<file path="config.mk">
export PLATFORM = sky130hd
export DESIGN_NAME = dma_chain_seq
export DESIGN_NICKNAME = d
export VERILOG_FILES = /design/src/rtl/dcs_pkg.sv /design/src/rtl/dcs_fetch.sv /design/src/rtl/dcs_ctrl.sv /design/src/rtl/dma_chain_seq.sv
export SDC_FILE = /design/constraint.sdc
export NUM_CORES = 1
export LEC_CHECK = 0
export BUFFER_PORTS_ARGS = -buffer_cell sky130_fd_sc_hd__buf_4
export CORE_MARGIN = 2
export CORE_UTILIZATION = 35
export CTS_CLUSTER_DIAMETER = 30
export DETAILED_ROUTE_END_ITERATION = 8
export PLACE_DENSITY = 0.59
export SYNTH_ARGS = -nofsm -noshare
export SYNTH_HDL_FRONTEND = slang
export SYNTH_SLANG_ARGS = --single-unit
export TNS_END_PERCENT = 30
</file>
<file path="constraint.sdc">
create_clock -name clk -period 4.6 [get_ports clk]
set_input_delay 0.23 -clock clk [delete_from_list [all_inputs] [get_ports clk]]
set_output_delay 0.23 -clock clk [all_outputs]
set_load 0.02 [all_outputs]
</file>
<file path="src/rtl/dcs_pkg.sv">
package dcs_pkg;

    localparam int ADDR_W     = 32;
    localparam int DATA_W     = 32;
    localparam int DESC_WORDS = 4;
    localparam int LINK_IDX   = 0;
    localparam int SRC_IDX    = 1;
    localparam int DST_IDX    = 2;
    localparam int LEN_IDX    = 3;
    localparam int WORD_SH    = $clog2(DATA_W / 8);
    localparam int ALIGN_BITS = $clog2(DESC_WORDS) + WORD_SH;
    localparam int CNT_W      = $clog2(DESC_WORDS + 1);

    typedef enum logic [2:0] {
        ST_IDLE,
        ST_CHECK,
        ST_FETCH,
        ST_RUN,
        ST_RELINK
    } seq_state_t;

    typedef struct packed {
        logic [DATA_W-1:0] src;
        logic [DATA_W-1:0] dst;
        logic [DATA_W-1:0] len;
    } xfer_t;

    typedef logic [DESC_WORDS-1:0][DATA_W-1:0] desc_words_t;

    function automatic logic [ADDR_W-1:0] align_desc(input logic [ADDR_W-1:0] a);
        return {a[ADDR_W-1:ALIGN_BITS], {ALIGN_BITS{1'b0}}};
    endfunction

endpackage

</file>
<file path="src/rtl/dcs_fetch.sv">
module dcs_fetch
    import dcs_pkg::*;
#(
    parameter int NW = DESC_WORDS,
    parameter int CW = $clog2(NW + 1)
) (
    input  logic                     clk,
    input  logic                     rst,
    input  logic                     go,
    input  logic [ADDR_W-1:0]        base,
    input  logic [CW-1:0]            nwords,
    output logic                     mem_req,
    output logic [ADDR_W-1:0]        mem_addr,
    input  logic                     mem_rvalid,
    input  logic [DATA_W-1:0]        mem_rdata,
    output logic [NW-1:0][DATA_W-1:0] words,
    output logic                     done
);
    localparam int IW = (NW > 1) ? $clog2(NW) : 1;

    logic              active;
    logic              pending;
    logic [IW-1:0]     idx;
    logic [IW-1:0]     last;
    logic [ADDR_W-1:0] base_q;

    always_ff @(posedge clk) begin
        if (rst) begin
            active  <= 1'b0;
            pending <= 1'b0;
            idx     <= '0;
            last    <= '0;
            base_q  <= '0;
            words   <= '0;
            done    <= 1'b0;
        end else begin
            done <= 1'b0;
            if (go) begin
                active  <= 1'b1;
                pending <= 1'b0;
                idx     <= '0;
                last    <= IW'(nwords - CW'(1));
                base_q  <= base;
            end else if (active) begin
                if (mem_req) begin
                    pending <= 1'b1;
                end
                if (pending && mem_rvalid) begin
                    words[idx] <= mem_rdata;
                    pending    <= 1'b0;
                    idx        <= idx + 1'b1;
                    if (idx == last) begin
                        active <= 1'b0;
                        done   <= 1'b1;
                    end
                end
            end
        end
    end

    assign mem_req  = active & ~pending;
    assign mem_addr = base_q + (ADDR_W'(idx) << WORD_SH);

endmodule

</file>
<file path="src/rtl/dcs_ctrl.sv">
module dcs_ctrl
    import dcs_pkg::*;
(
    input  logic              clk,
    input  logic              rst,
    input  logic              cfg_we,
    input  logic              cfg_start,
    input  logic              cfg_resume,
    input  logic [ADDR_W-1:0] cfg_first_addr,
    output logic              fetch_go,
    output logic [ADDR_W-1:0] fetch_base,
    output logic [CNT_W-1:0]  fetch_nwords,
    input  logic              fetch_done,
    input  desc_words_t       fetch_words,
    output logic              eng_start,
    output xfer_t             xfer,
    input  logic              eng_done,
    output logic              busy,
    output logic [ADDR_W-1:0] cur_addr,
    output logic              chain_done
);
    seq_state_t        st;
    logic [ADDR_W-1:0] cda;
    logic [ADDR_W-1:0] nda;
    logic              resume_q;
    logic              resume_clr;
    logic              start_wr;

    assign start_wr = cfg_we & cfg_start;

    always_comb begin
        resume_clr = 1'b0;
        if (st == ST_IDLE && !start_wr && resume_q) begin
            resume_clr = 1'b1;
        end
        if (st == ST_RUN && eng_done) begin
            resume_clr = 1'b1;
        end
    end

    always_ff @(posedge clk) begin
        if (rst) begin
            resume_q <= 1'b0;
        end else begin
            resume_q <= (resume_q & ~resume_clr) | (cfg_we & cfg_resume);
        end
    end

    always_ff @(posedge clk) begin
        if (rst) begin
            st           <= ST_IDLE;
            cda          <= '0;
            nda          <= '0;
            xfer         <= '0;
            eng_start    <= 1'b0;
            chain_done   <= 1'b0;
            fetch_go     <= 1'b0;
            fetch_base   <= '0;
            fetch_nwords <= '0;
        end else begin
            eng_start  <= 1'b0;
            chain_done <= 1'b0;
            fetch_go   <= 1'b0;
            unique case (st)
                ST_IDLE: begin
                    if (start_wr) begin
                        nda <= align_desc(cfg_first_addr);
                        st  <= ST_CHECK;
                    end else if (resume_q) begin
                        fetch_go     <= 1'b1;
                        fetch_base   <= cda;
                        fetch_nwords <= CNT_W'(1);
                        st           <= ST_RELINK;
                    end
                end
                ST_CHECK: begin
                    if (nda != '0) begin
                        cda          <= nda;
                        fetch_go     <= 1'b1;
                        fetch_base   <= nda;
                        fetch_nwords <= CNT_W'(DESC_WORDS);
                        st           <= ST_FETCH;
                    end else begin
                        chain_done <= 1'b1;
                        st         <= ST_IDLE;
                    end
                end
                ST_FETCH: begin
                    if (fetch_done) begin
                        nda       <= align_desc(fetch_words[LINK_IDX]);
                        xfer.src  <= fetch_words[SRC_IDX];
                        xfer.dst  <= fetch_words[DST_IDX];
                        xfer.len  <= fetch_words[LEN_IDX];
                        eng_start <= 1'b1;
                        st        <= ST_RUN;
                    end
                end
                ST_RUN: begin
                    if (eng_done) begin
                        if (nda != '0) begin
                            st <= ST_CHECK;
                        end else if (resume_q) begin
                            fetch_go     <= 1'b1;
                            fetch_base   <= cda;
                            fetch_nwords <= CNT_W'(1);
                            st           <= ST_RELINK;
                        end else begin
                            chain_done <= 1'b1;
                            st         <= ST_IDLE;
                        end
                    end
                end
                ST_RELINK: begin
                    if (fetch_done) begin
                        nda <= align_desc(fetch_words[LINK_IDX]);
                        st  <= ST_CHECK;
                    end
                end
                default: st <= ST_IDLE;
            endcase
        end
    end

    assign busy     = (st != ST_IDLE);
    assign cur_addr = cda;

endmodule

</file>
<file path="src/rtl/dma_chain_seq.sv">
module dma_chain_seq
    import dcs_pkg::*;
(
    input  logic              clk,
    input  logic              rst,
    input  logic              cfg_we,
    input  logic              cfg_start,
    input  logic              cfg_resume,
    input  logic [ADDR_W-1:0] cfg_first_addr,
    output logic              mem_req,
    output logic [ADDR_W-1:0] mem_addr,
    input  logic              mem_rvalid,
    input  logic [DATA_W-1:0] mem_rdata,
    output logic              eng_start,
    output logic [DATA_W-1:0] eng_src,
    output logic [DATA_W-1:0] eng_dst,
    output logic [DATA_W-1:0] eng_len,
    input  logic              eng_done,
    output logic              busy,
    output logic [ADDR_W-1:0] cur_addr,
    output logic              chain_done
);
    logic              fetch_go;
    logic [ADDR_W-1:0] fetch_base;
    logic [CNT_W-1:0]  fetch_nwords;
    logic              fetch_done;
    desc_words_t       fetch_words;
    xfer_t             xfer;

    dcs_fetch #(
        .NW (DESC_WORDS),
        .CW (CNT_W)
    ) u_fetch (
        .clk        (clk),
        .rst        (rst),
        .go         (fetch_go),
        .base       (fetch_base),
        .nwords     (fetch_nwords),
        .mem_req    (mem_req),
        .mem_addr   (mem_addr),
        .mem_rvalid (mem_rvalid),
        .mem_rdata  (mem_rdata),
        .words      (fetch_words),
        .done       (fetch_done)
    );

    dcs_ctrl u_ctrl (
        .clk            (clk),
        .rst            (rst),
        .cfg_we         (cfg_we),
        .cfg_start      (cfg_start),
        .cfg_resume     (cfg_resume),
        .cfg_first_addr (cfg_first_addr),
        .fetch_go       (fetch_go),
        .fetch_base     (fetch_base),
        .fetch_nwords   (fetch_nwords),
        .fetch_done     (fetch_done),
        .fetch_words    (fetch_words),
        .eng_start      (eng_start),
        .xfer           (xfer),
        .eng_done       (eng_done),
        .busy           (busy),
        .cur_addr       (cur_addr),
        .chain_done     (chain_done)
    );

    assign eng_src = xfer.src;
    assign eng_dst = xfer.dst;
    assign eng_len = xfer.len;

endmodule

</file>
## Word level (Yosys, flattened, before mapping)

Cells that the tools add are included.
W data, S select, Z words.

- Bitwise logic cells: 11
- Reduce and logical (&&, ||, !) cells: 24
- $lt $le $gt $ge: 2
- Equality and inequality tests: 14
- Multiplexer cells: 48
- Add/sub/neg operators: 3

Operators with widths:

| kind | count |
|---|---|
| $mux W32 | 8 |
| $bwmux W128 | 1 |
| $pmux W32 S3 | 1 |
| $demux W32 S2 | 1 |
| $pmux W32 S2 | 1 |
| $mux W3 | 12 |
| $add A32 B4 Y32 | 1 |
| $reduce_bool A32 Y1 | 1 |
| $mux W1 | 19 |
| $pmux W3 S5 | 1 |
| $ne A2 B2 Y1 const B | 5 |
| $pmux W3 S3 | 1 |
| $reduce_and A2 Y1 | 4 |
| $eq A3 B2 Y1 const B | 2 |
| $ne A2 B1 Y1 const B | 3 |
| $not A1 Y1 | 6 |
| $reduce_and A3 Y1 | 2 |
| $reduce_bool A3 Y1 | 2 |
| $reduce_or A2 Y1 | 3 |
| $logic_and A1 B1 Y1 | 5 |
| $reduce_and A5 Y1 | 1 |
| $and A1 B1 Y1 | 4 |
| $reduce_and A4 Y1 | 1 |
| $reduce_bool A2 Y1 | 2 |
| 15 further kinds | 15 |

- Register bits: 369

## Longest topological paths before layout

Gate-level depths: netlist (run 1).

- Depth in word-level cells: 9
- Depth in mapped cells: 8
- Gate-level depth less buffers: 5

## Modules after synthesis

From an unflattened synthesis (run 1), not the netlist that was laid out.

- Cell total of the unflattened synthesis: 1697
- Area, all modules: 14137.3 um^2

Modules (own cells, without submodules):

| module | times used | seq. area each (um^2) | area each (um^2) | cells an instance |
|---|---|---|---|---|
| dcs_ctrl | 1 | 3783.6 | 7634.8 | 896 |
| dcs_fetch | 1 | 3343.2 | 6502.5 | 801 |

## Least setup slack after synthesis (run 1)

OpenSTA, ideal clock, no wires.

- Path kind: register to register
- Start point: reg u_ctrl.nda[10]
- End point: reg u_ctrl.fetch_base[30]
- Buffers on the path: 1
- Path slack: 2892 ps
- Library setup time: 70 ps
- Period minus slack after synthesis: 1708 ps
- Stages on the path, launching flop included: 7
- Data arrival time: 1638 ps
- Cell sequence: dfxtp_1 nor4_2 nand4_2 o32a_4 buf_6 or3_1 a21oi_1

- Longest elaborated chain between the ends: 3

RTL lines:

| what | line | RTL |
|---|---|---|
| from (decl) | dcs_ctrl.sv:24 | `logic [ADDR_W-1:0] nda;` |
| from (signal assigned) | dcs_ctrl.sv:67 | `nda <= align_desc(cfg_first_addr);` |
| from (signal assigned) | dcs_ctrl.sv:90 | `nda <= align_desc(fetch_words[LINK_IDX]);` |
| from (signal assigned) | dcs_ctrl.sv:115 | `nda <= align_desc(fetch_words[LINK_IDX]);` |
| $reduce_bool A32 Y1 * | dcs_ctrl.sv:77, dcs_ctrl.sv:100 |  |
| $ne A2 B2 Y1 (no line) / $ne A2 B1 Y1 (equally long branches) | - |  |
| $reduce_and A5 Y1 (no line) * | - |  |
| to (signal assigned) | dcs_ctrl.sv:80 | `fetch_base <= nda;` |
| to (decl) | dcs_ctrl.sv:11 | `output logic [ADDR_W-1:0] fetch_base,` |

Mark *: on every way between the ends. The rest lies on a longest branch, timed or not.
A chain may end at the register's enable or synchronous reset.

## Worst setup path after layout (run 1)

- Start point: reg u_ctrl.st[0]
- End point: reg u_ctrl.cda[27], in the netlist u_ctrl.cur_addr[27]

- Longest elaborated chain between the ends: 2

RTL lines:

| what | line | RTL |
|---|---|---|
| from (decl) | dcs_ctrl.sv:22 | `seq_state_t st;` |
| from (signal assigned) | dcs_ctrl.sv:51 | `st <= ST_IDLE;` |
| from (signal assigned) | dcs_ctrl.sv:68 | `st <= ST_CHECK;` |
| from (signal assigned) | dcs_ctrl.sv:73 | `st <= ST_RELINK;` |
| $eq A3 B1 Y1 | dcs_ctrl.sv:64 | `unique case (st)` |
| $reduce_and A2 Y1 (no line) | - |  |
| to (signal assigned) | dcs_ctrl.sv:78 | `cda <= nda;` |
| to (decl) | dcs_ctrl.sv:23 | `logic [ADDR_W-1:0] cda;` |

Every way passes these cells.

==> reports/results.tsv, run 1 <==
stage	metric	value	unit
timing	number of hold violations in the final report	0	
clock_tree	post_cts resized	0	
timing	RSZ-0062 raised after global routing	false	
clock_tree	TritonCTS clock tree	yes	
route	final WL	36930	um
job	Max Cap Violations	0	
route	Iteration-0 DRC Markers	655	
hold_path	Hold Startpoint	cfg_first_addr[7]	
logic_synthesis	Post-synth ARST share	0	
critical_path	critical path launch point type	register	
critical_path	CP required	5.03	ns
place	Place WS	2.051	ns
logic_synthesis	Syn Inst Count	1534	
critical_path	CP Launch Point	u_ctrl.st[0]	
logic_synthesis	largest cells by area after synthesis	dfxtp_1, nand2_1, a21oi_1, mux2i_1, nor2_1	
logic_synthesis	Post-synth EDFFs	0	
place	HPWL after DPL	23190	um
logic_synthesis	post-synth top area share	0.5363	
logic_synthesis	Synth Flop Type	dfxtp_1	
global_routing	total track usage	0.1913	
clock_tree	H-tree Lvls	3	
critical_path	CP Max Fanout	53	
critical_path	Setup CP Type	reg -> reg	
finish	filler cell count	3492	
timing	Final Skew	0.02731	ns
pwr	P_leak	6.627	nW
critical_path	FF-to-FF path depth	6	
clock_tree	Worst-path clk slew	0.05	ns
timing	setup violators final	0	
critical_path	RR Endpoint	u_ctrl.cur_addr[27]	
critical_path	WP data arrival	2.96	ns
critical_path	Critical Path Sink	u_ctrl.cur_addr[27]	
pwr	peak supply drop	0.3168	mV
pwr	pwr dens	511.0	nW/um^2
route	Post-route DRC	0	
timing	Period Utilization, post-route	0.5514	
timing	Worst Max-Slew Pin Slew	1.160	ns
critical_path	FF-to-FF Start	u_ctrl.st[0]	
clock_tree	hold_buf cts	43	
logic_synthesis	Synth top cells by count	nand2_1, dfxtp_1, a21oi_1	
clock_tree	post-CTS setup buffers	0	
route	Vias per Instance	4.865	
clock_tree	Root Driver	clkbuf_16	
place	input/output buffers	224	
floorplanning	Die ar.	38450	um^2
global_routing	grt ovf	0	
finish	area of the multi-input gates	5425	um^2
hold_path	HP Class	in -> reg	
route	Routed Antenna Nets	0	
timing	fin. max-slew vios	0	
route	Avg WL per Cell	15.99	um
clock_tree	clk_lat worst skew	0.59	ns
finish	area grow syn2layout	38.58	%
status	outcome	finished clean	
clock_tree	TritonCTS Buffers	79	
logic_synthesis	sequential share of the synthesized area	0.5363	
finish	share of layout cells above drive strength 1	0.2152	
logic_synthesis	top-count cell post-synth	nand2_1	
clock_tree	clk buf depth	3	
place	routability cong.	0.7565	
global_routing	vias in the first global route	10720	
floorplanning	Die X	196.1	um
finish	Sequential Area	6928	um^2
floorplanning	num rows	70	
logic_synthesis	post-synth cell types	43	
critical_path	CP endpoint kind	register	
logic_synthesis	#FFs+latches synth	346	
timing	Tmin final	2.536	ns
clock_tree	clk sink count	346	
route	DR vias	11230	
timing	Max Freq	394.3	MHz
timing	fin worst setup slack	2.064	ns
floorplanning	starting density of the core	0.3545	
global_routing	largest net degree at the start of global routing	163	
logic_synthesis	syn_area_per_cell	8.419	um^2
logic_synthesis	YS warnings	0	
timing	final setup TNS	0	ns
logic_synthesis	area leader, netlist	dfxtp_1	
timing	worst rel slew slack	0.2268	
floorplanning	I/O pin total	235	
finish	nets	1850	
global_routing	initial antenna violation count	1	
floorplanning	core region area	36430	um^2
route	first drt pass iteration count	6	
logic_synthesis	Cell Area, Synth	12910	um^2
global_routing	first-pass GRT wire length	59100	um
critical_path	reg-to-reg slack, setup	2.06	ns
floorplanning	DIE HEIGHT	196.1	um
## layout by cell type, fill, tap and decap left out, types with 2 or more instances in the layout
master         count
dlygate4sd3_1     43
nor4_2             4
clkbuf_8           9
clkinv_2          13
a211oi_1          35
or3_1             25
nor3_1             4
conb_1             6
nand2_1          465
a22oi_1           23
inv_6              8
nor4_1             3
mux2i_1           79
nor2_1            86
clkbuf_16         79
a21oi_1          249
o21ai_0           29
xnor2_1            2
a2111oi_0          2
nand3_1            3
o21ba_2            4
nand3b_1           2
bufinv_16          7
inv_1             10
and2_1             4
clkinv_4          11
a31oi_1            3
clkbuf_1           9
dfxtp_1          345
clkinvlp_4         7
ha_1               4
buf_4            236
clkinv_8           2
a311oi_1           4
o211a_1            3
## where the power goes
part	switching, W	leakage, nW	total, W	internal (W)
registers	0.0000600	2.79	0.00312	0.00306
logic	0.000292	2.53	0.000505	0.000213
clock network	0.00180	1.30	0.00552	0.00372
total	0.00216	6.63	0.00915	0.00699
## sequential cells by signal (all words and copies together) (netlist names)
signal / count
u_ctrl.st: 3
u_ctrl.eng_start: 1
u_ctrl.chain_done: 1
u_ctrl.nda: 28
u_ctrl.cur_addr: 28
u_fetch.done: 1
u_ctrl.fetch_base: 28
u_fetch.words: 124
u_ctrl.resume_q: 1
u_fetch.base_q: 28
u_ctrl.xfer: 96
u_fetch.pending: 1
u_fetch.active: 1
u_ctrl.fetch_nwords: 1
u_fetch.idx: 2
u_fetch.last: 1
u_ctrl.fetch_go: 1
## kinds of logic after synthesis
kind of cell / synth area share
other cells: 0.0002904
buf+inv: 0.04737
compound gates: 0.1580
fa+ha+maj: 0.003875
xor+xnor: 0.001357
simple gates: 0.1915
mux: 0.06123
flops: 0.5363
## critical path, stage by stage, from the launching register on
cell and delay (ns):
dfxtp_1 0.67, nor3b_2 0.26, buf_4 0.56, o21ai_2 0.37, buf_4 0.30, a22oi_1 0.16, nor2_1 0.05
## worst min path at each step
stage,end,slack (ns),cells after the start
2_1_floorplan,u_ctrl.st[0],0.33,1
3_5_place_dp,u_ctrl.xfer[68],0.45,2
6_report,u_ctrl.nda[7],0.04,3
3_3_place_gp,u_ctrl.xfer[49],0.44,2
5_1_grt,u_ctrl.nda[16],0.03,3
4_1_cts,u_ctrl.nda[7],0.01,3
## routing by layer
layer  share of wire  track usage  wire, um  vias up
met1            0.47       0.2602     17380     5233
met4           0.021      0.07464       793        0
met2            0.44       0.2901     16400      289
met5               0            0         0        -
met3           0.064      0.04985      2363       56
li1                -            -         -     5655
## layout make-up
| cell class | instances | area share |
|---|---|---|
| Antenna cell | 1 | 0.0001398 |
| Clock buffer | 97 | 0.1193 |
| Clock inverter | 49 | 0.03055 |
| Inverter | 10 | 0.002097 |
| Multi-Input combinational cell | 1057 | 0.3031 |
| Sequential cell | 346 | 0.3871 |
| Tap cell | 468 | 0.03272 |
| Timing Repair Buffer | 281 | 0.1250 |
## stage by stage
stage               hold slack (ns)  cells    util  total power [W]  area [um^2]
finish                      0.03580   2309  0.4912         0.009145        17900
global route                0.02734   2309  0.4912         0.009475        17900
CTS                        0.009641   2308  0.4911         0.009270        17890
detailed placement           0.4458   2119  0.4057         0.003654        14780
global placement             0.4355   2119  0.4057         0.003646        14780
floorplan                    0.3270   1539       -         0.003497        12930
(Power assumes the default switching activity.)
==> inputs of run 2 (changes only) <==
==> constraint.sdc (replaced) <==
create_clock -name clk -period 2.4 [get_ports clk]
set_input_delay 0.12 -clock clk [delete_from_list [all_inputs] [get_ports clk]]
set_output_delay 0.12 -clock clk [all_outputs]
set_load 0.02 [all_outputs]
==> run 2 against run 1 <==
Compared with the run above: power increased by 100%; setup slack worse by 1.7 ns; maximum frequency grew 23%; sequential power grew 91%; via count up 1.9%; highest routed layer unchanged; register-to-register slack lost 1.7 ns; worst hold slack better by 0.060 ns.
==> reports/results.tsv, run 2 (same netlist as run 1, synthesis figures left out) <==
stage	metric	value	unit
floorplanning	core region area	36430	um^2
finish	diode count	0	
global_routing	initial antenna violation count	0	
finish	Largest regs	u_fetch.words x124, u_ctrl.xfer x96	
finish	nets	1891	
timing	number of hold violations in the final report	0	
critical_path	CP Max Fanout	96	
hold_path	HP Class	in -> reg	
place	input/output buffers	224	
critical_path	CP Launch Point	u_ctrl.st[1]	
place	routability cong.	0.7699	
critical_path	Buf/Inv on CP	2	
clock_tree	Root Driver	clkbuf_16	
clock_tree	TritonCTS Buffers	79	
clock_tree	TritonCTS clock tree	yes	
finish	Biggest register	u_fetch.words	
pwr	P_leak	6.926	nW
timing	Worst Max-Slew Pin Slew	1.003	ns
global_routing	first-pass GRT wire length	60200	um
critical_path	FF-to-FF path depth	6	
finish	area grow syn2layout	43.51	%
place	HPWL after DPL	24030	um
place	placed cell areas	15060	um^2
floorplanning	starting density of the core	0.3545	
timing	Period Utilization, post-route	0.8572	
critical_path	reg-to-reg slack, setup	0.34	ns
global_routing	largest net degree at the start of global routing	145	
critical_path	RR Endpoint	u_ctrl.xfer[36]	
critical_path	WP data arrival	2.56	ns
pwr	peak supply drop	0.6174	mV
critical_path	crit path cell chain	buf_4 > nand2_1 > nor3_2 > buf_12 > nand2_1 > a21oi_1	
route	DR vias	11440	
finish	Layout Utilization	0.5087	
global_routing	total track usage	0.1953	
timing	Max Freq	486.1	MHz
critical_path	CP max stage delay	0.57	ns
route	Avg WL per Cell	16.13	um
clock_tree	clk buf depth	3	
critical_path	critical path's top delay family	buffers and inverters	
critical_path	CP required	2.90	ns
timing	fin. max-slew vios	0	
route	Routed Antenna Nets	0	
finish	commonest non-fill, non-tap cell in the layout	nand2_1	
timing	Tmin final	2.057	ns
finish	commonest cells after routing, fill and taps aside	nand2_1, dfxtp_1, a21oi_1	
global_routing	grt ovf	0	
finish	share of layout cells above drive strength 1	0.2209	
pwr	Pwr Total	0.01830	W
floorplanning	Die X	196.1	um
pwr	pwr dens	987.2	nW/um^2
clock_tree	post-CTS setup buffers	0	
floorplanning	num rows	70	
clock_tree	clk sink count	346	
floorplanning	I/O pin total	235	
critical_path	Critical Path Slowest Stage Cell	dfxtp_1	
route	Post-route DRC	0	
finish	design area	18530	um^2
timing	final setup TNS	0	ns
status	outcome	finished clean	
clock_tree	Worst-path clk slew	0.04	ns
finish	number of flip-flops in the largest register	124	
route	final WL	37860	um
critical_path	stages on the worst setup path	6	
timing	setup violators final	0	
floorplanning	Die ar.	38450	um^2
critical_path	Critical Path Sink	u_ctrl.xfer[36]	
timing	RSZ-0062 raised after global routing	false	
timing	worst rel slew slack	0.3313	
job	Max Cap Violations	0	
global_routing	vias in the first global route	11200	
timing	Final Skew	0.01526	ns
critical_path	FF-to-FF Start	u_ctrl.st[1]	
route	first drt pass iteration count	5	
critical_path	critical path launch point type	register	
route	Vias per Instance	4.876	
critical_path	CP endpoint kind	register	
critical_path	Setup CP Type	reg -> reg	
floorplanning	DIE HEIGHT	196.1	um
clock_tree	H-tree Lvls	3	
clock_tree	clk_lat worst skew	0.58	ns
route	Iteration-0 DRC Markers	656	
critical_path	crit-path most repeated cell	nand2_1	
-- run 2: changes by cell type in the layout (fill, tap and decap cells not counted), moves of 2 or more --
cell	delta
dlygate4sd3_1	+21
buf_12	+10
buf_4	+10
clkinv_4	-7
bufinv_16	+5
inv_6	-4
clkbuf_16	+2
clkbuf_8	+2
-- run 2: per-stage QoR --
stage	hold slack (ns)	std cells	setup slack [ns]
CTS	0.06959	2347	0.3391
finish	0.09580	2347	0.3428
floorplan	0.2170	1539	0.6921
detailed placement	0.3447	2139	0.3457
global route	0.1329	2347	0.2096
global placement	0.3388	2139	0.3686
-- run 2: cell type report --
class | instances | area [um^2]
Tap cell | 468 | 585.6
Fill cell | 3386 | 17900
Clock inverter | 44 | 626.9
Multi-Input combinational cell | 1057 | 5425
Clock buffer | 100 | 2208
Timing Repair Buffer | 322 | 2723
Sequential cell | 346 | 6928
Inverter | 10 | 37.54
-- run 2: worst min path at each step --
stage | from | to | slack (ns) | cells past startpoint
global route | cfg_start | u_ctrl.st[0] | 0.13 | 5
detailed placement | eng_done | u_ctrl.st[0] | 0.34 | 2
CTS | cfg_start | u_ctrl.st[0] | 0.07 | 5
floorplan | eng_done | u_ctrl.st[0] | 0.22 | 1
finish | cfg_start | u_ctrl.st[0] | 0.1 | 5
global placement | eng_done | u_ctrl.st[0] | 0.34 | 2
-- run 2: power breakdown --
part	internal [W]	total [W]	leakage, nW	switching, W
combinational	0.000501	0.00110	2.76	0.000595
clock	0.00782	0.0112	1.38	0.00341
sequential	0.00586	0.00597	2.79	0.000107
total	0.0142	0.0183	6.93	0.00412
-- run 2: worst register-to-register path, cell delays in order (launching register included) --
cell and delay (ns):
dfxtp_1 0.57, buf_4 0.25, nand2_1 0.11, nor3_2 0.25, buf_12 0.35, nand2_1 0.28, a21oi_1 0.17
-- run 2: repair_timing --
action                                 in CTS  in global routing
setup endpoints to repair                   0                  0
hold buffers                               64                  0
endpoints found under the hold margin     157                  0
resized for setup                           0                  0
-- run 2: routing by layer --
metal | GRT usage | share of wire | up-vias
met5 | 0 | 0 | -
met4 | 0.07267 | 0.021 | 0
met3 | 0.05501 | 0.062 | 67
met2 | 0.3079 | 0.45 | 294
met1 | 0.2546 | 0.46 | 5355
li1 | - | - | 5727
==> inputs of run 3 (changes only) <==
--- a/config.mk
+++ b/config.mk
@@ -5,9 +5,11 @@
 export SDC_FILE = /design/constraint.sdc
 export NUM_CORES = 1
 export LEC_CHECK = 0
+export ABC_AREA = 1
 export BUFFER_PORTS_ARGS = -buffer_cell sky130_fd_sc_hd__buf_4
 export CORE_MARGIN = 2
 export CORE_UTILIZATION = 35
+export CTS_BUF_LIST = sky130_fd_sc_hd__clkbuf_16
 export CTS_CLUSTER_DIAMETER = 30
 export DETAILED_ROUTE_END_ITERATION = 8
 export PLACE_DENSITY = 0.59
==> run 3 against run 2 <==
Compared with the run above: cell count is 12% higher; maximum frequency is 3.9% higher; largest power group unchanged; routed wire length is 11% higher; clock skew is 0.0026 ns higher; first-iteration DRC count is 3.8% higher; largest cell class unchanged.
==> reports/results.tsv, run 3 <==
stage	metric	value	unit
timing	hold slack	0.1363	ns
critical_path	CP endpoint kind	register	
hold_path	Hold Crit Endpoint	u_ctrl.st[2]	
finish	share of layout cells above drive strength 1	0.1923	
global_routing	initial antenna violation count	1	
clock_tree	clk_lat worst skew	0.59	ns
timing	setup violators final	0	
floorplanning	num rows	71	
timing	final setup TNS	0	ns
hold_path	worst hold stages	6	
floorplanning	starting density of the core	0.3557	
hold_path	Hold Startpoint	cfg_start	
global_routing	largest net degree at the start of global routing	98	
logic_synthesis	Post-synth ARST share	0	
logic_synthesis	post-synth cell types	29	
pwr	peak supply drop	0.6071	mV
timing	Tmin final	1.979	ns
status	outcome	finished clean	
logic_synthesis	Synth Flop Type	dfxtp_1	
logic_synthesis	area leader, netlist	dfxtp_1	
clock_tree	clk buf depth	3	
global_routing	vias in the first global route	12030	
finish	Biggest register	u_fetch.words	
place	HPWL after DPL	27220	um
floorplanning	I/O pin total	235	
timing	RSZ-0062 raised after global routing	false	
critical_path	reg-to-reg slack, setup	0.42	ns
timing	Max Freq	505.2	MHz
critical_path	CP Max Fanout	29	
timing	Worst Max-Slew Pin Slew	0.9347	ns
floorplanning	Die X	199.7	um
logic_synthesis	Synth top cells by count	dfxtp_1, nand2_1, nor2_1	
timing	Period Utilization, post-route	0.8248	
floorplanning	Die ar.	39860	um^2
critical_path	FF-to-FF path depth	9	
place	routability cong.	0.8665	
global_routing	grt ovf	0	
logic_synthesis	YS warnings	0	
critical_path	CP required	2.90	ns
critical_path	WP data arrival	2.48	ns
finish	nets	2135	
route	Avg WL per Cell	15.98	um
clock_tree	Root Driver	clkbuf_16	
logic_synthesis	top-count cell post-synth	dfxtp_1	
finish	filler cell count	3693	
clock_tree	TritonCTS Buffers	81	
timing	fin. max-slew vios	0	
place	Place WS	0.3965	ns
logic_synthesis	largest cells by area after synthesis	dfxtp_1, nand2_1, nor2_1, o21ai_0, a21oi_1	
hold_path	HP Class	in -> reg	
route	final WL	42180	um
floorplanning	core region area	37670	um^2
route	Vias per Instance	4.797	
clock_tree	Worst-path clk slew	0.05	ns
timing	worst rel slew slack	0.3762	
place	input/output buffers	224	
route	Routed Antenna Nets	0	
logic_synthesis	Post-synth EDFFs	0	
finish	Largest regs	u_fetch.words x124, u_ctrl.xfer x96	
critical_path	RR Endpoint	u_ctrl.cur_addr[24]	
floorplanning	DIE HEIGHT	199.7	um
logic_synthesis	#FFs+latches synth	346	
global_routing	total track usage	0.2114	
finish	number of flip-flops in the largest register	124	
finish	commonest non-fill, non-tap cell in the layout	dfxtp_1	
critical_path	FF-to-FF Start	u_ctrl.nda[12]	
timing	Final Skew	0.01783	ns
timing	fin worst setup slack	0.4205	ns
finish	commonest cells after routing, fill and taps aside	dfxtp_1, nand2_1, nor2_1	
critical_path	Setup CP Type	reg -> reg	
finish	Layout Utilization	0.4973	
route	first drt pass iteration count	6	
timing	number of hold violations in the final report	0	
logic_synthesis	Syn Inst Count	1795	
route	DR vias	12660	
logic_synthesis	syn_area_per_cell	7.464	um^2
job	Max Cap Violations	0	
clock_tree	TritonCTS clock tree	yes	
clock_tree	H-tree Lvls	3	
pwr	pwr dens	1114	nW/um^2
logic_synthesis	post-synth top area share	0.5170	
finish	area grow syn2layout	39.80	%
route	Iteration-0 DRC Markers	681	
clock_tree	clk sink count	346	
critical_path	critical path launch point type	register	
pwr	P_leak	7.716	nW
logic_synthesis	sequential share of the synthesized area	0.5170	
global_routing	first-pass GRT wire length	65470	um
route	Post-route DRC	0	
logic_synthesis	Cell Area, Synth	13400	um^2
[run 3: cell families after synthesis]
group / Yosys count / share of synthesized area
other: 1 / 0.0002799
AO/OA/AOI/OAI: 380 / 0.1450
buffers and inverters: 257 / 0.08517
flip-flops: 346 / 0.5170
adder cells (fa/ha/maj): 4 / 0.003736
AND/OR/NAND/NOR: 807 / 0.2488
[run 3: worst max-delay path, stage by stage, from the launching register on]
cell	delay, ns
dfxtp_1	0.32
nor2_1	0.10
nand2_1	0.08
nor2_1	0.14
nand2_1	0.09
nor2_1	0.13
nor2_1	0.07
inv_1	0.68
nand2_1	0.14
a21oi_1	0.16
[run 3: final cells by class]
class | count | area (um^2) | area share
antenna | 1 | 2.502 | 0.0001336
clock buffer | 83 | 2077 | 0.1109
clock inverter | 67 | 623.1 | 0.03327
inverter | 117 | 441.7 | 0.02358
multi-input combinational | 1197 | 5361 | 0.2862
sequential | 346 | 6930 | 0.3700
tap | 511 | 639.4 | 0.03413
timing repair buffer | 317 | 2655 | 0.1418
[run 3: layer usage]
metal	track usage	vias up	share of wire
met1	0.2756	5801	0.45
met3	0.04979	78	0.066
met2	0.3362	401	0.46
li1	-	6378	-
met5	0	-	0
met4	0.08615	0	0.029
[run 3: report_power, final]
| group | internal, W | total (W) | leakage [nW] | switching, W |
|---|---|---|---|---|
| sequential | 0.00633 | 0.00667 | 2.80 | 0.000344 |
| clock | 0.00715 | 0.0106 | 1.34 | 0.00347 |
| combinational | 0.00127 | 0.00357 | 3.58 | 0.00230 |
[run 3: stage by stage]
stage | power, W | instance area [um^2] | std cells
3_3_place_gp | 0.01020 | 15380 | 2423
4_1_cts | 0.02103 | 18730 | 2638
3_5_place_dp | 0.01024 | 15380 | 2423
6_report | 0.02087 | 18730 | 2639
5_1_grt | 0.02195 | 18730 | 2638
2_1_floorplan | 0.009397 | 13420 | 1800
[run 3: worst max-delay path by stage]
stage	start	end	slack, ns	cells after the start
floorplan	u_fetch.idx[0]	u_fetch.words[11]	0.76	7
global placement	u_ctrl.nda[12]	u_ctrl.cur_addr[30]	0.45	9
detailed placement	u_ctrl.nda[11]	u_ctrl.cur_addr[24]	0.40	9
CTS	u_ctrl.nda[11]	u_ctrl.cur_addr[24]	0.36	9
global route	u_ctrl.nda[12]	u_ctrl.cur_addr[10]	0.14	9
finish	u_ctrl.nda[12]	u_ctrl.cur_addr[24]	0.42	9
[run 3: repair_timing]
action / CTS / global route
hold endpoints to repair: 173 / 0
resized for setup: 0 / 0
setup buffers: 0 / 0
hold buffers: 65 / 0
